## src/rtl/fpcmp_pkg.sv

```systemverilog
package fpcmp_pkg;
   localparam int FLAG_W     = 6;
   localparam int FLG_INVAL  = 0;
   localparam int FLG_FLUSH  = 1;
   localparam int FLG_DIVZ   = 2;
   localparam int FLG_OVF    = 3;
   localparam int FLG_UNF    = 4;
   localparam int FLG_INEX   = 5;

   typedef struct packed {
      logic is_nan;
      logic is_snan;
      logic is_zero;
      logic is_denorm;
   } opclass_t;
endpackage

```

## src/rtl/fpcmp_classify.sv

```systemverilog
module fpcmp_classify
   import fpcmp_pkg::*;
#(
   parameter int EXP_W  = 8,
   parameter int MAN_W  = 23,
   parameter bit FTZ_EN = 1'b1,
   localparam int OP_W  = 1 + EXP_W + MAN_W
) (
   input  logic [OP_W-1:0] op_i,
   output opclass_t        cls_o,
   output logic [OP_W-1:0] norm_o
);
   logic [EXP_W-1:0] exp_f;
   logic [MAN_W-1:0] man_f;
   logic             exp_max, exp_min, man_nz;

   assign exp_f   = op_i[OP_W-2 -: EXP_W];
   assign man_f   = op_i[MAN_W-1:0];
   assign exp_max = &exp_f;
   assign exp_min = ~|exp_f;
   assign man_nz  = |man_f;

   assign cls_o.is_nan  = exp_max & man_nz;
   assign cls_o.is_snan = exp_max & man_nz & ~man_f[MAN_W-1];

   generate
      if (FTZ_EN) begin : g_flush
         assign cls_o.is_denorm = exp_min & man_nz;
         assign cls_o.is_zero   = exp_min;
         assign norm_o = exp_min ? {op_i[OP_W-1], {(OP_W-1){1'b0}}} : op_i;
      end else begin : g_keep
         assign cls_o.is_denorm = 1'b0;
         assign cls_o.is_zero   = exp_min & ~man_nz;
         assign norm_o = op_i;
      end
   endgenerate
endmodule

```

## src/rtl/fpcmp_core.sv

```systemverilog
module fpcmp_core
   import fpcmp_pkg::*;
#(
   parameter int OP_W = 32
) (
   input  logic [OP_W-1:0]   a_i,
   input  logic [OP_W-1:0]   b_i,
   input  opclass_t          cls_a_i,
   input  opclass_t          cls_b_i,
   output logic              eq_o,
   output logic [FLAG_W-1:0] flags_o
);
   logic any_nan, both_zero;

   assign any_nan   = cls_a_i.is_nan | cls_b_i.is_nan;
   assign both_zero = cls_a_i.is_zero & cls_b_i.is_zero;
   assign eq_o      = ~any_nan & (both_zero | (a_i == b_i));

   always_comb begin
      flags_o            = '0;
      flags_o[FLG_INVAL] = cls_a_i.is_snan | cls_b_i.is_snan;
      flags_o[FLG_FLUSH] = cls_a_i.is_denorm | cls_b_i.is_denorm;
   end
endmodule

```

## src/rtl/fpcmp_status.sv

```systemverilog
module fpcmp_status #(
   parameter int FLAG_W  = 6,
   parameter int NUM_EXT = 2,
   localparam int EXT_W  = FLAG_W * NUM_EXT
) (
   input  logic              clk,
   input  logic              rst_n,
   input  logic              own_en_i,
   input  logic [FLAG_W-1:0] own_upd_i,
   input  logic [EXT_W-1:0]  ext_upd_i,
   input  logic              sw_wr_i,
   input  logic [FLAG_W-1:0] sw_wdata_i,
   output logic [FLAG_W-1:0] status_o
);
   logic [FLAG_W-1:0] ext_or [NUM_EXT+1];
   logic [FLAG_W-1:0] stat_q;

   assign ext_or[0] = '0;
   generate
      for (genvar k = 0; k < NUM_EXT; k++) begin : g_ext
         assign ext_or[k+1] = ext_or[k] | ext_upd_i[k*FLAG_W +: FLAG_W];
      end
   endgenerate

   always_ff @(posedge clk or negedge rst_n) begin
      if (!rst_n)
         stat_q <= '0;
      else if (sw_wr_i)
         stat_q <= sw_wdata_i;
      else
         stat_q <= stat_q | ext_or[NUM_EXT] | (own_en_i ? own_upd_i : '0);
   end

   assign status_o = stat_q;
endmodule

```

## src/rtl/fp_eq_compare_unit.sv

```systemverilog
module fp_eq_compare_unit
   import fpcmp_pkg::*;
#(
   parameter int EXP_W   = 8,
   parameter int MAN_W   = 23,
   parameter int NUM_EXT = 2,
   parameter bit FTZ_EN  = 1'b1,
   localparam int DATA_W = 1 + EXP_W + MAN_W,
   localparam int EXT_W  = FLAG_W * NUM_EXT
) (
   input  logic              clk,
   input  logic              rst_n,
   input  logic              issue_i,
   input  logic [DATA_W-1:0] guard_i,
   input  logic              flags_only_i,
   input  logic [DATA_W-1:0] src_a_i,
   input  logic [DATA_W-1:0] src_b_i,
   input  logic [EXT_W-1:0]  ext_upd_i,
   input  logic              sw_wr_i,
   input  logic [FLAG_W-1:0] sw_wdata_i,
   output logic              res_valid_o,
   output logic [DATA_W-1:0] res_o,
   output logic [FLAG_W-1:0] status_o
);
   generate
      if (NUM_EXT < 1)      begin : g_bad_ext  $error("NUM_EXT must be at least 1"); end
      if (EXP_W < 2)        begin : g_bad_exp  $error("EXP_W too small"); end
      if (MAN_W < 2)        begin : g_bad_man  $error("MAN_W too small"); end
      if (DATA_W <= FLAG_W) begin : g_bad_data $error("result narrower than flag vector"); end
   endgenerate

   opclass_t          cls_a, cls_b;
   logic [DATA_W-1:0] norm_a, norm_b;
   logic              eq;
   logic [FLAG_W-1:0] cmp_flags;
   logic              commit;
   logic [DATA_W-1:0] res_d, res_q;
   logic              valid_q;
   logic              unused_guard_hi;

   assign unused_guard_hi = |guard_i[DATA_W-1:1];

   fpcmp_classify #(.EXP_W(EXP_W), .MAN_W(MAN_W), .FTZ_EN(FTZ_EN)) u_cls_a (
      .op_i(src_a_i), .cls_o(cls_a), .norm_o(norm_a));
   fpcmp_classify #(.EXP_W(EXP_W), .MAN_W(MAN_W), .FTZ_EN(FTZ_EN)) u_cls_b (
      .op_i(src_b_i), .cls_o(cls_b), .norm_o(norm_b));

   fpcmp_core #(.OP_W(DATA_W)) u_core (
      .a_i(norm_a), .b_i(norm_b), .cls_a_i(cls_a), .cls_b_i(cls_b),
      .eq_o(eq), .flags_o(cmp_flags));

   assign commit = issue_i & guard_i[0];
   assign res_d  = flags_only_i ? {{(DATA_W-FLAG_W){1'b0}}, cmp_flags}
                                : {{(DATA_W-1){1'b0}}, eq};

   always_ff @(posedge clk or negedge rst_n) begin
      if (!rst_n) begin
         res_q   <= '0;
         valid_q <= 1'b0;
      end else begin
         valid_q <= commit;
         if (commit) res_q <= res_d;
      end
   end

   assign res_o       = res_q;
   assign res_valid_o = valid_q;

   fpcmp_status #(.FLAG_W(FLAG_W), .NUM_EXT(NUM_EXT)) u_status (
      .clk(clk), .rst_n(rst_n),
      .own_en_i(commit & ~flags_only_i), .own_upd_i(cmp_flags),
      .ext_upd_i(ext_upd_i), .sw_wr_i(sw_wr_i), .sw_wdata_i(sw_wdata_i),
      .status_o(status_o));
endmodule

```

## config.mk

```make
export PLATFORM = sky130hd
export DESIGN_NAME = fp_eq_compare_unit
export DESIGN_NICKNAME = d
export VERILOG_FILES = /design/src/rtl/fpcmp_pkg.sv /design/src/rtl/fpcmp_classify.sv /design/src/rtl/fpcmp_core.sv /design/src/rtl/fpcmp_status.sv /design/src/rtl/fp_eq_compare_unit.sv
export SDC_FILE = /design/constraint.sdc
export NUM_CORES = 1
export LEC_CHECK = 0
export CAP_MARGIN = 20
export CORE_UTILIZATION = 23
export DETAILED_ROUTE_END_ITERATION = 10
export PLACE_DENSITY = 0.68
export SYNTH_ARGS = -nofsm -noshare
export SYNTH_HDL_FRONTEND = slang
export SYNTH_SLANG_ARGS = --single-unit
```

## constraint.sdc

```tcl
create_clock -name clk -period 1 [get_ports clk]
set_input_delay 0.1 -clock clk [delete_from_list [all_inputs] [get_ports clk]]
set_output_delay 0.1 -clock clk [all_outputs]
set_load 0.01 [all_outputs]
```

# After elaboration in Yosys (flattened, before gate mapping)
# Index checks and enable logic that the tools add are counted.
# W data, S select, Z words.
[op_classes]
n_bitwise = 21
eq_ne = 1
muxes = 5
n_reduce_logical = 8
[op_table]
columns = ["cell", "n"]
rows = [
  ["$mux W31", 2],
  ["$reduce_or A23 Y1", 2],
  ["$eq A32 B32 Y1", 1],
  ["$or A6 B6 Y6", 3],
  ["$reduce_and A8 Y1", 2],
  ["$reduce_or A8 Y1", 2],
  ["$and A1 B1 Y1", 10],
  ["$mux W6", 1],
  ["$mux W2", 2],
  ["$not A1 Y1", 4],
  ["$or A1 B1 Y1", 4],
  ["$logic_not A1 Y1", 2],
]
[word_totals]
wordCells = 38
regBits = 39
inputBits = 119
out_inout_bits = 39

# Longest topological paths before layout
[depth]
depth_word = 7
depth_mapped = 8
depth_no_buf = 6

# Cells and area by module
# Synthesis repeated with hierarchy kept, for this count alone.
[hier_totals]
cells_unflattened = 242
area_unflattened_um2 = 1911.8
[modules_own_cells]
columns = ["module", "seq_area_each_um2", "area_per_inst_um2", "n_inst", "cells_per_inst"]
rows = [
  ["fpcmp_classify", 0.0, 347.8, 2, 52],
  ["fp_eq_compare_unit", 175.2, 495.5, 1, 56],
  ["fpcmp_core", 0.0, 406.6, 1, 51],
  ["fpcmp_status", 150.1, 314.1, 1, 31],
]

# Worst setup path before layout
# Ideal clock, no wire load.
[synth_path]
path_kind = "input-to-reg"
start = "input port src_b_i[28]"
end = "register res_q[0], in the netlist res_o[0]"
path_stages = 8
path_slack_ps = -671
required_ps = 924
arrival_ps = 1594
n_path_buf = 2
setup_time_ps = 76
path_cell_list = "nor4_2 -> and2_1 -> buf_6 -> buf_12 -> o22ai_2 -> a222oi_1 -> nand4_1 -> o21ai_1"
[synth_between]
elab_chain_cells = 6
word_cells_on_any_way = 14
classes_between = "eq/ne: 1; mux: 2; bitwise: 8; reduce/logical: 3"
[synth_lines]
columns = ["element", "line_no", "rtl"]
rows = [
  ["from (decl)", "fp_eq_compare_unit.sv:17", "input logic [DATA_W-1:0] src_b_i,"],
  ["$reduce_or A8 Y1 or $reduce_and A8 Y1 (tied branches)", "fpcmp_classify.sv:20, fpcmp_classify.sv:19", ""],
  ["$mux W31 (tied with other cells)", "fpcmp_classify.sv:30", "assign norm_o = exp_min ? {op_i[OP_W-1], {(OP_W-1){1'b0}}} : op_i;"],
  ["$eq A32 B32 Y1 (tied with other cells)", "fpcmp_core.sv:17", "assign eq_o = ~any_nan & (both_zero | (a_i == b_i));"],
  ["$or A1 B1 Y1 or $not A1 Y1 (tied branches)", "fpcmp_core.sv:17", ""],
  ["$and A1 B1 Y1", "fpcmp_core.sv:17", ""],
  ["$mux W2 *", "fp_eq_compare_unit.sv:53", "assign res_d = flags_only_i ? {{(DATA_W-FLAG_W){1'b0}}, cmp_flags}"],
  ["to (signal assigned)", "fp_eq_compare_unit.sv:62", "if (commit) res_q <= res_d;"],
  ["to (decl)", "fp_eq_compare_unit.sv:37", "logic [DATA_W-1:0] res_d, res_q;"],
]
# Every way passes the cells marked *; elsewhere a longest branch is shown, timed or not.
# A chain may end at the register's enable or synchronous reset.

# Worst setup path after layout
[layout_path]
start = "input port src_b_i[24]"
end = "register res_q[0], in the netlist res_o[0]"
# The elaborated chain is that of the path after synthesis.

==> flow_summary.yaml <==
yosys:
  ys_seq_area_share_pct: 14.3
  yosys.area.top_type_share_pct: 14.3
  synthArstFlopShare_pct: 100
  yosysUniqueCellTypes: 37
  ys_seq_elements: 9
  ys_top_cells_by_area: "buf_4 (14%), dfrtp_1 (14%), xnor2_1 (9.4%)"
  yosys.area.top_type: "buf_4"
  synthesis.instances: 210
  ys.flop_type: "dfrtp_1"
  syn_area_sq_um: 1580
  synth_area_per_cell_sq_um: 7.53
  synth.yosys.warnings: 0
  synth-edff-count: 0
hold_path:
  hp-class: "primary input to async pin"
routing:
  first_pass_iters: 8
  avgViaCountPerCell: 4.72
  drt-initial-drc-count: 104
  vias: 2170
  ant_nets: 0
  wl_per_cell_um: 13.2
  wl_mm: 6.08
  drc_errors: 8
global_route:
  track_usage_pct: 16.1
  grt_max_degree: 12
  grt_pass1_wl_mm: 9.44
  grt_pass1_vias: 2176
  antenna_found_initial: 0
  overflow: 0
worst_setup_path:
  crit_start: "src_b_i[24]"
  critical_path_buf_inv_count: 2
  cp_slowest_cell: "a222oi_1"
  worstSetupPathType: "primary input to flip-flop"
  rr_worst_depth: 3
  arrival_ns: 1.61
  cp-start-kind: "primary input"
  slowest_delay_ns: 0.37
  worst_ep_required_time_ns: 1.15
  cp_top_family: "simple AND/OR/NAND/NOR gates"
  worstPathCellList: "buf_2, nor4_4, and2_4, buf_4, or3_1, a222oi_1, nand4_1, o21ai_1"
  crit_path_end_kind: "flip-flop"
  critical_path.reg2reg.startpoint: "u_status.status_o[0]"
  path_max_fanout: 6
  worst-path-stages: 8
place:
  gp_congestion: 0.869
  numPortBuffers: 96
  dp_hpwl_mm: 5.03
  post-place-ws_ns: -1.22
cells_and_area:
  antenna_cells: 0
  area_growth_pct: 107
  mostFrequentLayoutCell: "buf_4"
  drive_above_1_share_pct: 43.1
  nets: 503
  final_cell_mix: "buf_4 (69), conb_1 (30), buf_2 (29)"
run_status:
  violations: "design-rule violations, negative setup slack"
  status: "finished, violations left"
power_and_ir_drop:
  seqPwrFrac_pct: 21.0
  p_leak_nw: 1.44
  p_sw_share_pct: 32.9
  p_sw_mw: 0.618
  p_per_area_nw_per_um2: 574
  p_comb_share_pct: 56.4
  p_total_mw: 1.88
  ir_worst_vdd_mv: 0.463
  p_int_mw: 1.26
  p_clk_share_pct: 22.6
sta:
  rsz0062_at_grt: "yes"
  finalWorstSetupSlack_ns: -0.461
  setup_viol: 4
  skew_ns: 0
  finalCriticalPeriod_ns: 1.46
  timing.fmax_ghz: 0.684
  slew_viol_final: 0
  hold_violations: 0
  fin_crit_sh_pct: 146
  hold_slack_ns: 0.157
run:
  max_cap_violations: 0
floorplan:
  die_h_um: 84.9
  placementRows: 29
  die_x_um: 84.9
  core-area_sq_um: 6490
  pin_count: 158
  die_area_sq_um: 7210
  initial_utilization_pct: 24.3
clock_network:
  hold_buffers: 0
  clkTransAtPathRegs_ns: 0.05
  clk_latency_ns: 0.23
  cts.sinks: 9
  htreeDepth: 1
  clockBufferDepth: 2
  root_buffer: "clkbuf_8"
  cts_tree: "done"
  cts_buffers: 3
## cell type report
cell class | count | area, sq um
flip-flops and latches | 9 | 225
fillers | 640 | 3220
clock buffers | 4 | 45.0
multi-input cells | 191 | 1440
inverters | 4 | 15.0
repair buffers | 175 | 1450
well taps | 77 | 96.3
## cells in the mapped netlist (2+ instances only)
cell	n
a21boi_0	2
buf_6	3
xor2_1	4
nand2_1	9
dfrtp_1	9
nor3_1	7
o22a_1	2
and2_1	3
nor4_2	4
nand4_1	12
o32ai_1	3
xnor2_1	17
o32a_1	2
buf_4	30
nor4bb_1	11
inv_1	4
o21ai_0	9
or3_1	4
o22ai_1	5
nor2_1	25
nor4_1	7
a21oi_1	13
a31oi_1	11
## sequential cells by signal, summed over array words and instances, names as in the netlist
signal / count
u_status.status_o: 6
res_o: 2
res_valid_o: 1
## power groups by stage
stage	Clock, mW	Combinational [mW]	Sequential [mW]
finish	0.424	1.06	0.395
global route	0.459	1.14	0.397
CTS	0.431	1.04	0.395
detailed placement	0	1.03	0.401
global placement	0	1.01	0.399
floorplan	0	0.373	0.410
## metrics by stage
stage | std cells | util, % | TNS, ns | area (sq um)
final | 460 | 50.4 | -1.15 | 3270
after global routing | 460 | 50.4 | -1.44 | 3270
after CTS | 460 | 49.7 | -1.15 | 3230
after detailed placement | 444 | 47.1 | -4.05 | 3060
after global placement | 444 | 47.1 | -3.90 | 3060
after floorplan | 239 | - | -1.16 | 1780
## metal layers
metal	wire length, um	vias up	track usage [%]
met5	0	-	0
li1	-	1087	-
met3	322	2	1.85
met4	4	0	2.47
met2	3140	95	30.8
met1	2620	986	19.5
## path summary, 6_finish.rpt
path / endpoint / slack, ns
worst max-delay path: res_o[0] / -0.46
min in group clk: res_o[0] / 0.35
worst min register to register: res_o[1] / 0.48
worst min-delay path: u_status.status_o[3] / 0.16
worst max register to register: u_status.status_o[0] / -0.06
max in group asynchronous: res_o[0] / 0.70
## cell families after synthesis
kind of cell / synth area share (%)
flops: 14.3
compound gates: 23.0
buf+inv: 18.8
simple gates: 32.1
other cells: 0.237
xor+xnor: 11.6
## repair_timing
| action | CTS | global route |
|---|---|---|
| resized for setup | 249 | 17 |
| buffers inserted | 12 | 0 |
| endpoints found under the setup margin | 13 | 12 |
| pin swaps | 53 | 17 |
No activity file was read; power rests on OpenSTA's default activity.
